[src/rtl/inwin_pkg.sv]
package inwin_pkg;
    localparam int NWIN   = 3;
    localparam int WIN_W  = 2;
    localparam int ADDR_W = 64;
    localparam int DATA_W = 32;
    localparam int OFF_W  = 8;
    localparam int ATTR_W = 3;

    localparam logic [ADDR_W-1:0] MASK_RST = 64'hFFFF_FFFF_0000_0000;

    typedef enum logic [2:0] {
        FLD_NONE,
        FLD_MASK_LO,
        FLD_MASK_HI,
        FLD_MASK_NARROW,
        FLD_BASE_LO,
        FLD_BASE_HI
    } fld_e;

    typedef struct packed {
        logic [WIN_W-1:0] win;
        fld_e             fld;
    } regsel_t;

    // Offset map: the bridge register decoder relies on these positions.
    function automatic regsel_t decode_off(input logic [OFF_W-1:0] off);
        regsel_t s;
        s.win = '0;
        s.fld = FLD_NONE;
        case (off)
            8'h98: begin s.win = 2'd0; s.fld = FLD_MASK_LO;     end
            8'hF8: begin s.win = 2'd0; s.fld = FLD_MASK_HI;     end
            8'h9C: begin s.win = 2'd0; s.fld = FLD_BASE_LO;     end
            8'hA0: begin s.win = 2'd0; s.fld = FLD_BASE_HI;     end
            8'hA4: begin s.win = 2'd1; s.fld = FLD_MASK_NARROW; end
            8'hA8: begin s.win = 2'd1; s.fld = FLD_BASE_LO;     end
            8'hAC: begin s.win = 2'd1; s.fld = FLD_BASE_HI;     end
            8'hB0: begin s.win = 2'd2; s.fld = FLD_MASK_LO;     end
            8'hFC: begin s.win = 2'd2; s.fld = FLD_MASK_HI;     end
            8'hB4: begin s.win = 2'd2; s.fld = FLD_BASE_LO;     end
            8'hB8: begin s.win = 2'd2; s.fld = FLD_BASE_HI;     end
            default: ;
        endcase
        return s;
    endfunction
endpackage

[src/rtl/inwin_regs.sv]
module inwin_regs
    import inwin_pkg::*;
#(
    parameter int N  = NWIN,
    parameter int AW = ADDR_W,
    parameter int DW = DATA_W,
    parameter int OW = OFF_W
) (
    input  logic                  clk,
    input  logic                  rst_n,
    input  logic                  wr_en,
    input  logic [OW-1:0]         wr_off,
    input  logic [DW-1:0]         wr_data,
    input  logic                  rd_en,
    input  logic [OW-1:0]         rd_off,
    output logic [DW-1:0]         rd_data,
    output logic                  rd_valid,
    output logic [N-1:0][AW-1:0]  mask_o,
    output logic [N-1:0][AW-1:0]  base_o
);
    typedef struct packed {
        logic [N-1:0][AW-1:0] mask;
        logic [N-1:0][AW-1:0] base;
        logic [DW-1:0]        rdat;
        logic                 rvld;
    } reg_st_t;

    reg_st_t st_d, st_q;
    regsel_t wsel, rsel;
    logic    wsel_ok, rsel_ok;

    always_comb begin
        wsel    = decode_off(wr_off);
        rsel    = decode_off(rd_off);
        wsel_ok = (wsel.fld != FLD_NONE) && (int'(wsel.win) < N);
        rsel_ok = (rsel.fld != FLD_NONE) && (int'(rsel.win) < N);
        st_d    = st_q;

        if (wr_en && wsel_ok) begin
            case (wsel.fld)
                FLD_MASK_LO:     st_d.mask[wsel.win][DW-1:0]  = wr_data;
                FLD_MASK_HI:     st_d.mask[wsel.win][AW-1:DW] = wr_data;
                FLD_MASK_NARROW: st_d.mask[wsel.win]          = AW'(wr_data);
                FLD_BASE_LO:     st_d.base[wsel.win][DW-1:0]  = wr_data;
                FLD_BASE_HI:     st_d.base[wsel.win][AW-1:DW] = wr_data;
                default: ;
            endcase
        end

        st_d.rvld = rd_en;
        st_d.rdat = '0;
        if (rd_en && rsel_ok) begin
            case (rsel.fld)
                FLD_MASK_LO,
                FLD_MASK_NARROW: st_d.rdat = st_q.mask[rsel.win][DW-1:0];
                FLD_MASK_HI:     st_d.rdat = st_q.mask[rsel.win][AW-1:DW];
                FLD_BASE_LO:     st_d.rdat = st_q.base[rsel.win][DW-1:0];
                FLD_BASE_HI:     st_d.rdat = st_q.base[rsel.win][AW-1:DW];
                default: ;
            endcase
        end
    end

    always_ff @(posedge clk) begin
        if (!rst_n) begin
            for (int i = 0; i < N; i++) begin
                st_q.mask[i] <= MASK_RST;
                st_q.base[i] <= '0;
            end
            st_q.rdat <= '0;
            st_q.rvld <= 1'b0;
        end else begin
            st_q <= st_d;
        end
    end

    assign rd_data  = st_q.rdat;
    assign rd_valid = st_q.rvld;
    assign mask_o   = st_q.mask;
    assign base_o   = st_q.base;
endmodule

[src/rtl/inwin_match.sv]
module inwin_match
    import inwin_pkg::*;
#(
    parameter int N  = NWIN,
    parameter int AW = ADDR_W,
    parameter int AT = ATTR_W
) (
    input  logic [N-1:0][AW-1:0] mask_i,
    input  logic [AW-1:0]        addr_i,
    output logic [N-1:0]         hit_o
);
    for (genvar g = 0; g < N; g++) begin : g_win
        logic [AW-1:0] size_bits;
        logic          open;
        assign size_bits = {mask_i[g][AW-1:AT], {AT{1'b0}}};
        assign open      = mask_i[g][0];
        assign hit_o[g]  = open && ((addr_i & size_bits) == '0);
    end
endmodule

[src/rtl/inwin_select.sv]
module inwin_select
    import inwin_pkg::*;
#(
    parameter int N  = NWIN,
    parameter int AW = ADDR_W,
    parameter int WW = WIN_W
) (
    input  logic [N-1:0]         hit_i,
    input  logic [N-1:0][AW-1:0] base_i,
    input  logic [AW-1:0]        addr_i,
    output logic                 any_o,
    output logic [WW-1:0]        win_o,
    output logic [AW-1:0]        local_o
);
    logic [AW-1:0] base_sel;

    always_comb begin
        any_o    = 1'b0;
        win_o    = '0;
        base_sel = '0;
        for (int i = N - 1; i >= 0; i--) begin
            if (hit_i[i]) begin
                any_o    = 1'b1;
                win_o    = WW'(i);
                base_sel = base_i[i];
            end
        end
        local_o = any_o ? (base_sel + addr_i) : '0;
    end
endmodule

[src/rtl/inwin_xlate.sv]
module inwin_xlate
    import inwin_pkg::*;
(
    input  logic                clk,
    input  logic                rst_n,
    input  logic                cfg_wr_en,
    input  logic [OFF_W-1:0]    cfg_wr_off,
    input  logic [DATA_W-1:0]   cfg_wr_data,
    input  logic                cfg_rd_en,
    input  logic [OFF_W-1:0]    cfg_rd_off,
    output logic [DATA_W-1:0]   cfg_rd_data,
    output logic                cfg_rd_valid,
    input  logic                xl_valid,
    input  logic [ADDR_W-1:0]   xl_addr,
    output logic                res_valid,
    output logic                res_hit,
    output logic [WIN_W-1:0]    res_win,
    output logic [ADDR_W-1:0]   res_addr
);
    typedef struct packed {
        logic              vld;
        logic              hit;
        logic [WIN_W-1:0]  win;
        logic [ADDR_W-1:0] addr;
    } res_st_t;

    logic [NWIN-1:0][ADDR_W-1:0] mask_w, base_w;
    logic [NWIN-1:0]             hit_w;
    logic                        any_w;
    logic [WIN_W-1:0]            win_w;
    logic [ADDR_W-1:0]           local_w;
    res_st_t                     res_d, res_q;

    inwin_regs #(.N(NWIN), .AW(ADDR_W), .DW(DATA_W), .OW(OFF_W)) u_regs (
        .clk      (clk),
        .rst_n    (rst_n),
        .wr_en    (cfg_wr_en),
        .wr_off   (cfg_wr_off),
        .wr_data  (cfg_wr_data),
        .rd_en    (cfg_rd_en),
        .rd_off   (cfg_rd_off),
        .rd_data  (cfg_rd_data),
        .rd_valid (cfg_rd_valid),
        .mask_o   (mask_w),
        .base_o   (base_w)
    );

    inwin_match #(.N(NWIN), .AW(ADDR_W), .AT(ATTR_W)) u_match (
        .mask_i (mask_w),
        .addr_i (xl_addr),
        .hit_o  (hit_w)
    );

    inwin_select #(.N(NWIN), .AW(ADDR_W), .WW(WIN_W)) u_sel (
        .hit_i   (hit_w),
        .base_i  (base_w),
        .addr_i  (xl_addr),
        .any_o   (any_w),
        .win_o   (win_w),
        .local_o (local_w)
    );

    always_comb begin
        res_d      = '0;
        res_d.vld  = xl_valid;
        if (xl_valid && any_w) begin
            res_d.hit  = 1'b1;
            res_d.win  = win_w;
            res_d.addr = local_w;
        end
    end

    always_ff @(posedge clk) begin
        if (!rst_n) res_q <= '0;
        else        res_q <= res_d;
    end

    assign res_valid = res_q.vld;
    assign res_hit   = res_q.hit;
    assign res_win   = res_q.win;
    assign res_addr  = res_q.addr;
endmodule

[config.mk]
export PLATFORM = sky130hd
export DESIGN_NAME = inwin_xlate
export DESIGN_NICKNAME = d
export VERILOG_FILES = /design/src/rtl/inwin_pkg.sv /design/src/rtl/inwin_regs.sv /design/src/rtl/inwin_match.sv /design/src/rtl/inwin_select.sv /design/src/rtl/inwin_xlate.sv
export SDC_FILE = /design/constraint.sdc
export NUM_CORES = 1
export LEC_CHECK = 0
export ABC_AREA = 1
export BUFFER_PORTS_ARGS = -buffer_cell sky130_fd_sc_hd__buf_2
export CELL_PAD_IN_SITES_DETAIL_PLACEMENT = 0
export CELL_PAD_IN_SITES_GLOBAL_PLACEMENT = 2
export CORE_MARGIN = 2
export CORE_UTILIZATION = 35
export DETAILED_ROUTE_END_ITERATION = 8
export PLACE_DENSITY = 0.9
export SETUP_SLACK_MARGIN = 0.5
export SYNTH_ARGS = -nofsm -noshare
export SYNTH_HDL_FRONTEND = slang
export SYNTH_HIERARCHICAL = 1
export SYNTH_SLANG_ARGS = --single-unit
[constraint.sdc]
create_clock -name clk -period 11.4 [get_ports clk]
set_input_delay 2.85 -clock clk [delete_from_list [all_inputs] [get_ports clk]]
set_output_delay 2.85 -clock clk [all_outputs]
set_load 0.03 [all_outputs]
==> metrics <==
number of global-route vias before repair 30444; Max Clock Freq between 0.1 and 0.15 GHz; accumulated negative setup slack 0 ps; worst slew pin tran approximately 1300 ps; post-route insts no fill between 6000 and 7000; Placed Instances 6321; die area 88600 um^2; initial core utilization 35.4%; flip-flop cell with the highest count after synthesis sky130_fd_sc_hd__dfxtp_1; hold path depth 2; fraction of synthesis flops using an asynchronous set or reset pin 0%; global route overflow 0; TritonCTS clock tree built; quantity of I/O buffers inserted on ports 217; DRC 0; max-cap viol count 0; cell area after technology mapping slightly above 30000 um^2; HPWL after DPL ~110 mm; fraction of final layout cells with drive strength greater than 1 9.18%; relative slew slack around 15%; clk sinks 485; count of instances resized after the clock tree is built 0; Clock Latency Late Sink 660 ps; wire length on met1 62.7 mm; synth top area cells sky130_fd_sc_hd__dfxtp_1, sky130_fd_sc_hd__nand2_1, sky130_fd_sc_hd__nor2_1; clock share of power 50.0%; Post-CTS Repair Setup Buffers 0; total power density per cell area about 120 nW/um^2; Clock Root Buffer sky130_fd_sc_hd__clkbuf_16; Yosys Warn Count 6; floorplan core area 85300 um^2; Clk pin slew, worst setup/hold paths 70 ps; data arrival time of the critical path 7920 ps; wire length reported by the detailed router 152 mm; Horiz. Die Dim 298 um; maximum fanout along the worst path 62; Worst Reg2Reg Path Length in Cells 24; final critical path time including I/O delays and setup 7360 ps; Antenna Nets Post-Route 0; ratio of final minimum period to clock period between 60 and 70%; number of hold violations in the final report 0; leading cell type in the layout, fill and taps excluded sky130_fd_sc_hd__nand2_1; pin count of the biggest net entering global routing 89; kind of launch point of the worst setup path input pin; switching fraction of total power 26.0%; Comb power frac ~7%; routability-driven placement congestion ratio 1.00; WP data required between 10000 and 15000 ps; maximum vdd ir drop 0.136 mV; layout-stage area growth over the synthesis result 12.3%; nets in the synthesized netlist 5364; WL met2 ~66 mm; layout net count 5432; Internal 2.92 mW; max-slew violation count 0; die outline height 298 um; CP Capture Type flop; top layer in use met5; leading cell types in the layout, fill and taps excluded sky130_fd_sc_hd__nand2_1, sky130_fd_sc_hd__nor2_1, sky130_fd_sc_hd__inv_1; number of antenna violations at the first check in global routing 7; gate count after technology mapping 5169; distinct cell type count of the synthesized netlist 44; unrepaired setup endpoints after global routing no; ratio of routed vias to standard cells between 5 and 6; sequential area share after synthesis 32.2%; detailed-route wire length per cell 23.7 um; global-route wire length before repair 217 mm; status completed; total area of multi-input combinational cells 17100 um^2; power share of the sequential group roughly 43%; area leader, netlist sky130_fd_sc_hd__dfxtp_1; Psw 1.03 mW; Sequential cell area a little under 10000 um^2; area share of the largest cell type after synthesis roughly a third; Top Ports 218; routed wire length on met3 12.9 mm; # fillers between 9000 and 10000; number of buffers inserted by hold repair at cts 0; FP Rows roughly 110; worst hold path class flop to flop; clock skew 33.5 ps; Post-Place Cell Area 31900 um^2; Yosys reg bits 485; vias after detailed routing 33406; WS Path Type input pin to flop; Inserted Clock Buffers 58; Clock Tree Buf Depth 3; Pre-antenna DRT Iters 5; minimum hold slack 464 ps; iteration-0 DRC count of the detailed router 3562; total track usage 33.3%; static leakage 17.2 nW; number of H-tree levels 2; finished layout cell area approximately 34000 um^2; count of flip-flops with a built-in enable after synthesis 0; Avg Cell Area, Syn 5.84 um^2; Setup violations, final 0
## synthesized netlist by cell type (4+ instances only)
library cell / number
sky130_fd_sc_hd__buf_1: 14
sky130_fd_sc_hd__nand3_2: 13
sky130_fd_sc_hd__nor2_4: 7
sky130_fd_sc_hd__inv_2: 10
sky130_fd_sc_hd__ha_1: 77
sky130_fd_sc_hd__inv_1: 608
sky130_fd_sc_hd__clkbuf_1: 129
sky130_fd_sc_hd__nand3_1: 288
sky130_fd_sc_hd__and3_1: 5
sky130_fd_sc_hd__nand2_2: 23
sky130_fd_sc_hd__nor2_2: 57
sky130_fd_sc_hd__o21ai_1: 6
sky130_fd_sc_hd__o21ai_0: 229
sky130_fd_sc_hd__buf_2: 83
sky130_fd_sc_hd__xnor2_1: 13
sky130_fd_sc_hd__buf_6: 13
sky130_fd_sc_hd__nor4_1: 4
sky130_fd_sc_hd__nand4_1: 47
sky130_fd_sc_hd__a21oi_1: 251
sky130_fd_sc_hd__a22oi_1: 7
sky130_fd_sc_hd__buf_4: 5
sky130_fd_sc_hd__nor3_1: 13
sky130_fd_sc_hd__nor2_1: 712
sky130_fd_sc_hd__nand2_1: 1980
sky130_fd_sc_hd__o21bai_1: 5
sky130_fd_sc_hd__a221oi_1: 55
sky130_fd_sc_hd__dfxtp_1: 485
## layout make-up
cell class	instances	share of cell area, %
clock inverter	23	0.896
inverter	621	6.90
clock buffer	84	4.96
multi-input combinational	3816	50.3
antenna	3	0.0221
sequential	485	28.6
tap	1144	4.22
timing repair buffer	255	4.07
## metal layers
| metal | GRT usage [%] | vias up |
|---|---|---|
| met5 | 0 | - |
| met3 | 5.32 | 317 |
| li1 | - | 16109 |
| met2 | 51.8 | 1583 |
| met4 | 20.2 | 4 |
| met1 | 43.1 | 15393 |
## final timing paths
| check | start | to | slack [ps] |
|---|---|---|---|
| setup reg to reg | u_regs/mask_o[187]$_SDFFE_PN1P_ | res_addr[31]$_SDFF_PN0_ | 5880 |
| hold reg to reg | u_regs/base_o[95]$_SDFFE_PN0P_ | u_regs/base_o[95]$_SDFFE_PN0P_ | 460 |
| setup / recovery | xl_addr[41] | res_addr[31]$_SDFF_PN0_ | 4040 |
| hold / removal | u_regs/base_o[95]$_SDFFE_PN0P_ | u_regs/base_o[95]$_SDFFE_PN0P_ | 460 |
## power groups by stage
stage / sequential, mW / clock, mW / combinational [mW]
floorplan: 1.74 / 0 / 0.133
global placement: 1.74 / 0 / 0.263
detailed placement: 1.74 / 0 / 0.262
CTS: 1.70 / 2.00 / 0.263
global route: 1.70 / 2.07 / 0.286
finish: 1.70 / 1.97 / 0.269
## worst max-delay path, stage by stage
cell and delay [ps]:
sky130_fd_sc_hd__buf_2 130, sky130_fd_sc_hd__nand2_1 60, sky130_fd_sc_hd__nand2_1 60, sky130_fd_sc_hd__nor2_1 410, sky130_fd_sc_hd__nand2_1 100, sky130_fd_sc_hd__nor2_1 120
sky130_fd_sc_hd__nand2_1 60, sky130_fd_sc_hd__nor2_1 200, sky130_fd_sc_hd__inv_1 130, sky130_fd_sc_hd__nor2_4 90, sky130_fd_sc_hd__buf_4 700, sky130_fd_sc_hd__a221oi_1 180
sky130_fd_sc_hd__nor2_1 670, sky130_fd_sc_hd__ha_1 420, sky130_fd_sc_hd__nand3_1 160, sky130_fd_sc_hd__nand3_1 190, sky130_fd_sc_hd__nand2_1 130, sky130_fd_sc_hd__nand2_2 90
sky130_fd_sc_hd__nand2_1 70, sky130_fd_sc_hd__nand2_1 180, sky130_fd_sc_hd__nand2_1 110, sky130_fd_sc_hd__nand2_1 130, sky130_fd_sc_hd__a21oi_1 370, sky130_fd_sc_hd__inv_1 90
sky130_fd_sc_hd__nor2_1 100
## per-stage QoR
step | utilization, % | power (mW) | worst slack (ps)
6_report | 39.8 | 3.95 | 4040
4_1_cts | 39.8 | 3.97 | 4240
3_5_place_dp | 37.4 | 2.00 | 3560
3_3_place_gp | 37.4 | 2.00 | 3560
5_1_grt | 39.8 | 4.05 | 3890
2_1_floorplan | - | 1.87 | 5520
## registers in the layout, summed over array words and instances, names as in the netlist
name	cells
u_regs/mask_o	192
u_regs/rd_data	32
res_addr	64
res_hit	1
res_win	2
u_regs/base_o	192
u_regs/rd_valid	1
res_valid	1
## kinds of logic after synthesis
logic type	count (synthesis)	synth area share, %
AND/OR/NAND/NOR	3163	42.5
buffers and inverters	868	11.5
AO/OA/AOI/OAI	562	10.2
flip-flops	485	32.2
adder cells (fa/ha/maj)	78	3.26
XOR/XNOR	13	0.377
Power figures use the tool's default switching activity.
